**src/rtl/lift_rotator.sv**
```systemverilog
module lift_rotator #(
  parameter int W = 16
) (
  input  logic                clk,
  input  logic                rst,
  input  logic                in_valid,
  input  logic [2:0]          in_angle,
  input  logic signed [W-1:0] in_x,
  input  logic signed [W-1:0] in_y,
  output logic                out_valid,
  output logic signed [W-1:0] out_x,
  output logic signed [W-1:0] out_y
);
  localparam int FB = 10;
  localparam int CB = 14;
  localparam int PW = W + CB + 2;
  localparam int NANG = 8;
  localparam logic signed [PW-1:0] HALF = PW'(1) <<< (FB - 1);
  localparam logic signed [PW-1:0] SMAX = (PW'(1) <<< (W - 1)) - PW'(1);
  localparam logic signed [PW-1:0] SMIN = -(PW'(1) <<< (W - 1));

  function automatic int pmag(input int k);
    case (k)
      1: return 204;
      2: return 424;
      3: return 684;
      4: return 1024;
      5: return 1533;
      6: return 2472;
      7: return 5148;
      default: return 0;
    endcase
  endfunction

  function automatic int umag(input int k);
    case (k)
      1, 7: return 392;
      2, 6: return 724;
      3, 5: return 946;
      4: return 1024;
      default: return 0;
    endcase
  endfunction

  function automatic logic signed [PW-1:0] shadd(input logic signed [W-1:0] v, input int mag);
    logic signed [PW-1:0] acc;
    logic signed [PW-1:0] ext;
    acc = '0;
    ext = PW'(v);
    for (int i = 0; i < CB; i++)
      if (mag[i]) acc = acc + (ext <<< i);
    return acc;
  endfunction

  function automatic logic signed [W-1:0] lift(input logic signed [W-1:0] base,
                                               input logic signed [PW-1:0] prod);
    logic signed [PW-1:0] s;
    s = PW'(base) + ((prod + HALF) >>> FB);
    if (s > SMAX) s = SMAX;
    else if (s < SMIN) s = SMIN;
    return s[W-1:0];
  endfunction

  logic                v0, v1, v2, v3;
  logic [2:0]          a0, a1, a2;
  logic signed [W-1:0] x0, y0, x1, y1, x2, y2, x3, y3;

  logic signed [PW-1:0] pa [NANG];
  logic signed [PW-1:0] ub [NANG];
  logic signed [PW-1:0] pc [NANG];

  assign pa[0] = '0;
  assign ub[0] = '0;
  assign pc[0] = '0;

  for (genvar g = 1; g < NANG; g++) begin : g_ang
    assign pa[g] = -shadd(y0, pmag(g));
    assign ub[g] =  shadd(x1, umag(g));
    assign pc[g] = -shadd(y2, pmag(g));
  end

  always_ff @(posedge clk) begin
    if (rst) begin
      v0 <= 1'b0; v1 <= 1'b0; v2 <= 1'b0; v3 <= 1'b0;
      a0 <= '0; a1 <= '0; a2 <= '0;
      x0 <= '0; y0 <= '0; x1 <= '0; y1 <= '0;
      x2 <= '0; y2 <= '0; x3 <= '0; y3 <= '0;
    end else begin
      v0 <= in_valid;
      a0 <= in_angle;
      x0 <= in_x;
      y0 <= in_y;

      v1 <= v0;
      a1 <= a0;
      x1 <= (a0 == 3'd0) ? x0 : lift(x0, pa[a0]);
      y1 <= y0;

      v2 <= v1;
      a2 <= a1;
      x2 <= x1;
      y2 <= (a1 == 3'd0) ? y1 : lift(y1, ub[a1]);

      v3 <= v2;
      x3 <= (a2 == 3'd0) ? x2 : lift(x2, pc[a2]);
      y3 <= y2;
    end
  end

  assign out_valid = v3;
  assign out_x     = x3;
  assign out_y     = y3;
endmodule

```
**config.mk**
```make
export PLATFORM = sky130hd
export DESIGN_NAME = lift_rotator
export DESIGN_NICKNAME = d
export VERILOG_FILES = /design/src/rtl/lift_rotator.sv
export SDC_FILE = /design/constraint.sdc
export NUM_CORES = 2
export LEC_CHECK = 0
export ABC_CLOCK_PERIOD_IN_PS = 10750
export BUFFER_PORTS_ARGS = -buffer_cell sky130_fd_sc_hd__buf_4
export CAP_MARGIN = 20
export CELL_PAD_IN_SITES_DETAIL_PLACEMENT = 1
export CELL_PAD_IN_SITES_GLOBAL_PLACEMENT = 1
export CORE_MARGIN = 5
export CORE_UTILIZATION = 47
export CTS_BUF_LIST = sky130_fd_sc_hd__clkbuf_8
export DETAILED_ROUTE_END_ITERATION = 8
export PLACE_DENSITY = 0.79
export SYNTH_ARGS = -nofsm -noshare
export SYNTH_HDL_FRONTEND = slang
export SYNTH_SLANG_ARGS = --single-unit
```
**constraint.sdc**
```tcl
create_clock -name clk -period 10.75 [get_ports clk]
set_input_delay 1.075 -clock clk [delete_from_list [all_inputs] [get_ports clk]]
set_output_delay 1.075 -clock clk [all_outputs]
set_load 0.005 [all_outputs]
```
==> impl_metrics.ini <==
[critical_path]
worst-path-buf-inv = 3
setup.worst_path.start_class = register
worst-endpoint-required_ns = 11.23
timing_worst_setup_path_type = register to register
cpLargestDelayFamily = compound AO/OA/AOI/OAI gates
cp-end-kind = register
crit-reg2reg-capture = out_x[4]
worst_path_max_delay_cell = fa_1
timing.rr.start = y2[1]
rrSetupSlack_ns = 0.41
worstPathArrival_ns = 10.82
crit_fanout = 13
depth_of_the_most_critical_reg_to_reg_path = 47
worst_path_largest_cell_delay_ns = 0.47

[synth]
dominant_combinational_cell_family_by_area_after_synthesis = adder cells
post-synth-top-count-cell = ha_1
synth.distinct_cells = 113
predominant_post_synthesis_flop_cell = dfxtp_1
postSynth.asyncResetShare = 0
mapped_area_um2 = 44700
yosysSeqAreaShare = 0.0632
synth.net_count = 6489
fraction_of_synthesized_cell_area_in_xor_and_xnor_cells = 0.0776
synth-adder-area-share = 0.399
synth_common_cells = 698 x ha_1, 466 x inv_1, 454 x fa_1
yosys-mux-area-fraction = 0.0102
synth-warning-count = 0
number_of_cells_produced_by_synthesis = 5299
post-synth-top-area-fraction = 0.204
synth-compound-area-share = 0.224
synth_largest_area_cell = fa_1
synth_area_per_cell_um2 = 8.43
synth_edf_count = 0
synth_simple_gate_area_frac = 0.174
synth.top_cells.by_area = fa_1 20%, ha_1 20%, dfxtp_1 6.3%
postSynthRegisterBits = 141

[detailed_routing]
routedWlPerCell_um = 25.2
route.final.wire_length_mm = 169
dr.first_iter.drc_count = 2824
drc = 0
drt_first_pass_iters = 5
ant_nets = 0
viasPerCell = 6.31
dr_total_vias = 42400

[finish]
flow.area_growth_from_synthesis_pct = 8.10
count_of_nets_after_finishing = 6632
instances_no_fill = 6723
drive_gt1_frac = 0.0827

[timing]
tightestPinTransition_ns = 1.03
finClkSkew_ns = 0.0318
final_worst_path_cycle_share = 0.962
max_clock_freq_ghz = 0.0967
timing.final.crit_period_ns = 10.34
finalWorstSetupSlack_ns = 0.412
max-slew-margin-rel = 0.312
hold_violations = 0
timing.final.max_slew_violations = 0
setup_viol = 0

[die]
die_area_um2 = 101000
initial_core_util = 0.472
num_io_pins = 71
die_x_um = 318
fp-row-count = 113
fp.dieH_um = 318
coreArea_um2 = 94600

[clock_network]
tritoncts = done
cts_root_buf = clkbuf_8
clock-sinks = 141
cts_bufs_inserted = 17
cts-root-to-sink-buffers = 2
ctsHtreeMaxLevel = 4
clkTransAtPathRegs_ns = 0.12
clk-insertion-delay-late_ns = 0.60

[grt]
grt_antenna_before_repair = 3
grt_first_pass_wirelength_mm = 260
track_usage = 0.324
pin_count_of_the_biggest_net_entering_global_routing = 77
grt_overflow = 0
number_of_global_route_vias_before_repair = 45200

[job]
maxCapViolCount = 0

[placement]
placement.setup.worst_slack_ns = -0.270
placedCellCount = 6680
detailed_place_hpwl_mm = 140
port_buffers = 70
last_weighted_congestion_value_of_the_routability_driven_placer = 0.989

[power_and_ir_drop]
power.leakage_nw = 21.7
power-per-cell-area_nw_per_um2 = 317
ir_worst_vdd_uv = 319

[min_path]
min_from = v1
holdCritPathClass = register to register
hold_path_depth = 1
whs_endpoint = v2

[outcome]
result_of_the_run = completed
## worst max-delay path by stage
stage / startpoint / to / slack (ns) / depth (start not counted)
5_1_grt: y2[1] / out_x[11] / -0.06 / 47
3_5_place_dp: y2[1] / out_x[11] / -0.27 / 44
4_1_cts: y2[1] / out_x[5] / 0.02 / 44
6_report: y2[1] / out_x[4] / 0.41 / 47
2_1_floorplan: y2[1] / out_x[10] / 0.15 / 44
3_3_place_gp: y2[1] / out_x[2] / 0.09 / 46
## sequential cells by signal, summed over array words and instances (netlist names)
signal / flops
y2: 16
x0: 16
x1: 16
v2: 1
x2: 16
y0: 16
a1: 3
out_valid: 1
out_y: 16
y1: 16
out_x: 16
a0: 3
a2: 3
v1: 1
v0: 1
## cells in the final DEF, fill, tap and decap left out, drive strengths merged, types with 89 or more instances in the layout
cell type,Yosys,final
xnor2,244,244
a211oi,92,92
a21o,128,128
ha,698,698
o21a,89,89
nor3,145,145
buf,28,254
nor2,419,419
nand3,114,114
inv,469,475
xor2,149,149
a21oi,345,345
dfxtp,141,141
fa,454,454
o21ai,230,230
nand2,318,318
## power by group
part	switching, W	internal, W
Clock	0.000279	0.000233
Combinational	0.00862	0.00553
Sequential	0.0000715	0.000574
## through the flow
step / setup TNS [ns] / hold WS [ns] / power (W) / utilization / area (µm²)
after floorplan: 0 / 0.414 / 0.0106 / - / 44700
after global placement: 0 / 0.415 / 0.0140 / 0.503 / 47500
after detailed placement: -3.36 / 0.434 / 0.0145 / 0.503 / 47500
after CTS: 0 / 0.455 / 0.0151 / 0.507 / 48000
after global routing: -0.631 / 0.461 / 0.0167 / 0.510 / 48300
final: 0 / 0.447 / 0.0153 / 0.510 / 48300
## area by class of cell
type | count | area, µm²
clock inverter | 15 | 188
multi-input combinational | 4557 | 39700
timing repair buffer | 254 | 1940
tap | 1265 | 1580
fill | 11300 | 46300
inverter | 471 | 1770
antenna | 3 | 7.51
clock buffer | 17 | 234
sequential | 141 | 2830
## repair_timing
| action | 4_1_cts | 5_1_grt |
|---|---|---|
| pin swaps | 0 | 8 |
| endpoints found under the hold margin | 0 | 0 |
| hold buffers | 0 | 0 |
| setup endpoints to repair | 13 | 31 |
| gates resized for setup | 3 | 53 |
| setup buffers | 0 | 6 |
## worst register-to-register path: cells and delay by family, from the launching register on
kind | cells | cell delay, ns
adder cells (fa/ha/maj) | 6 | 2.15
flip-flops | 1 | 0.41
AND/OR/NAND/NOR | 11 | 2.08
buffers and inverters | 3 | 0.43
AO/OA/AOI/OAI | 22 | 4.21
XOR/XNOR | 5 | 0.96
## metal layers
metal,share of wire,global-route usage,wire length (µm)
met3,0.045,0.0316,7630
met4,0.063,0.169,10600
met1,0.40,0.388,67900
met5,0,0,0
met2,0.49,0.577,83000
## cell families (layout without fill, tap and decap cells)
group                    after synthesis  count (layout)
AO/OA/AOI/OAI                       1446            1446
XOR/XNOR                             394             394
adder cells (fa/ha/maj)             1152            1152
buffers and inverters                601             757
flip-flops                           141             141
multiplexers                          35              35
other                                  0               3
AND/OR/NAND/NOR                     1530            1530
Power figures use the tool's default switching activity.
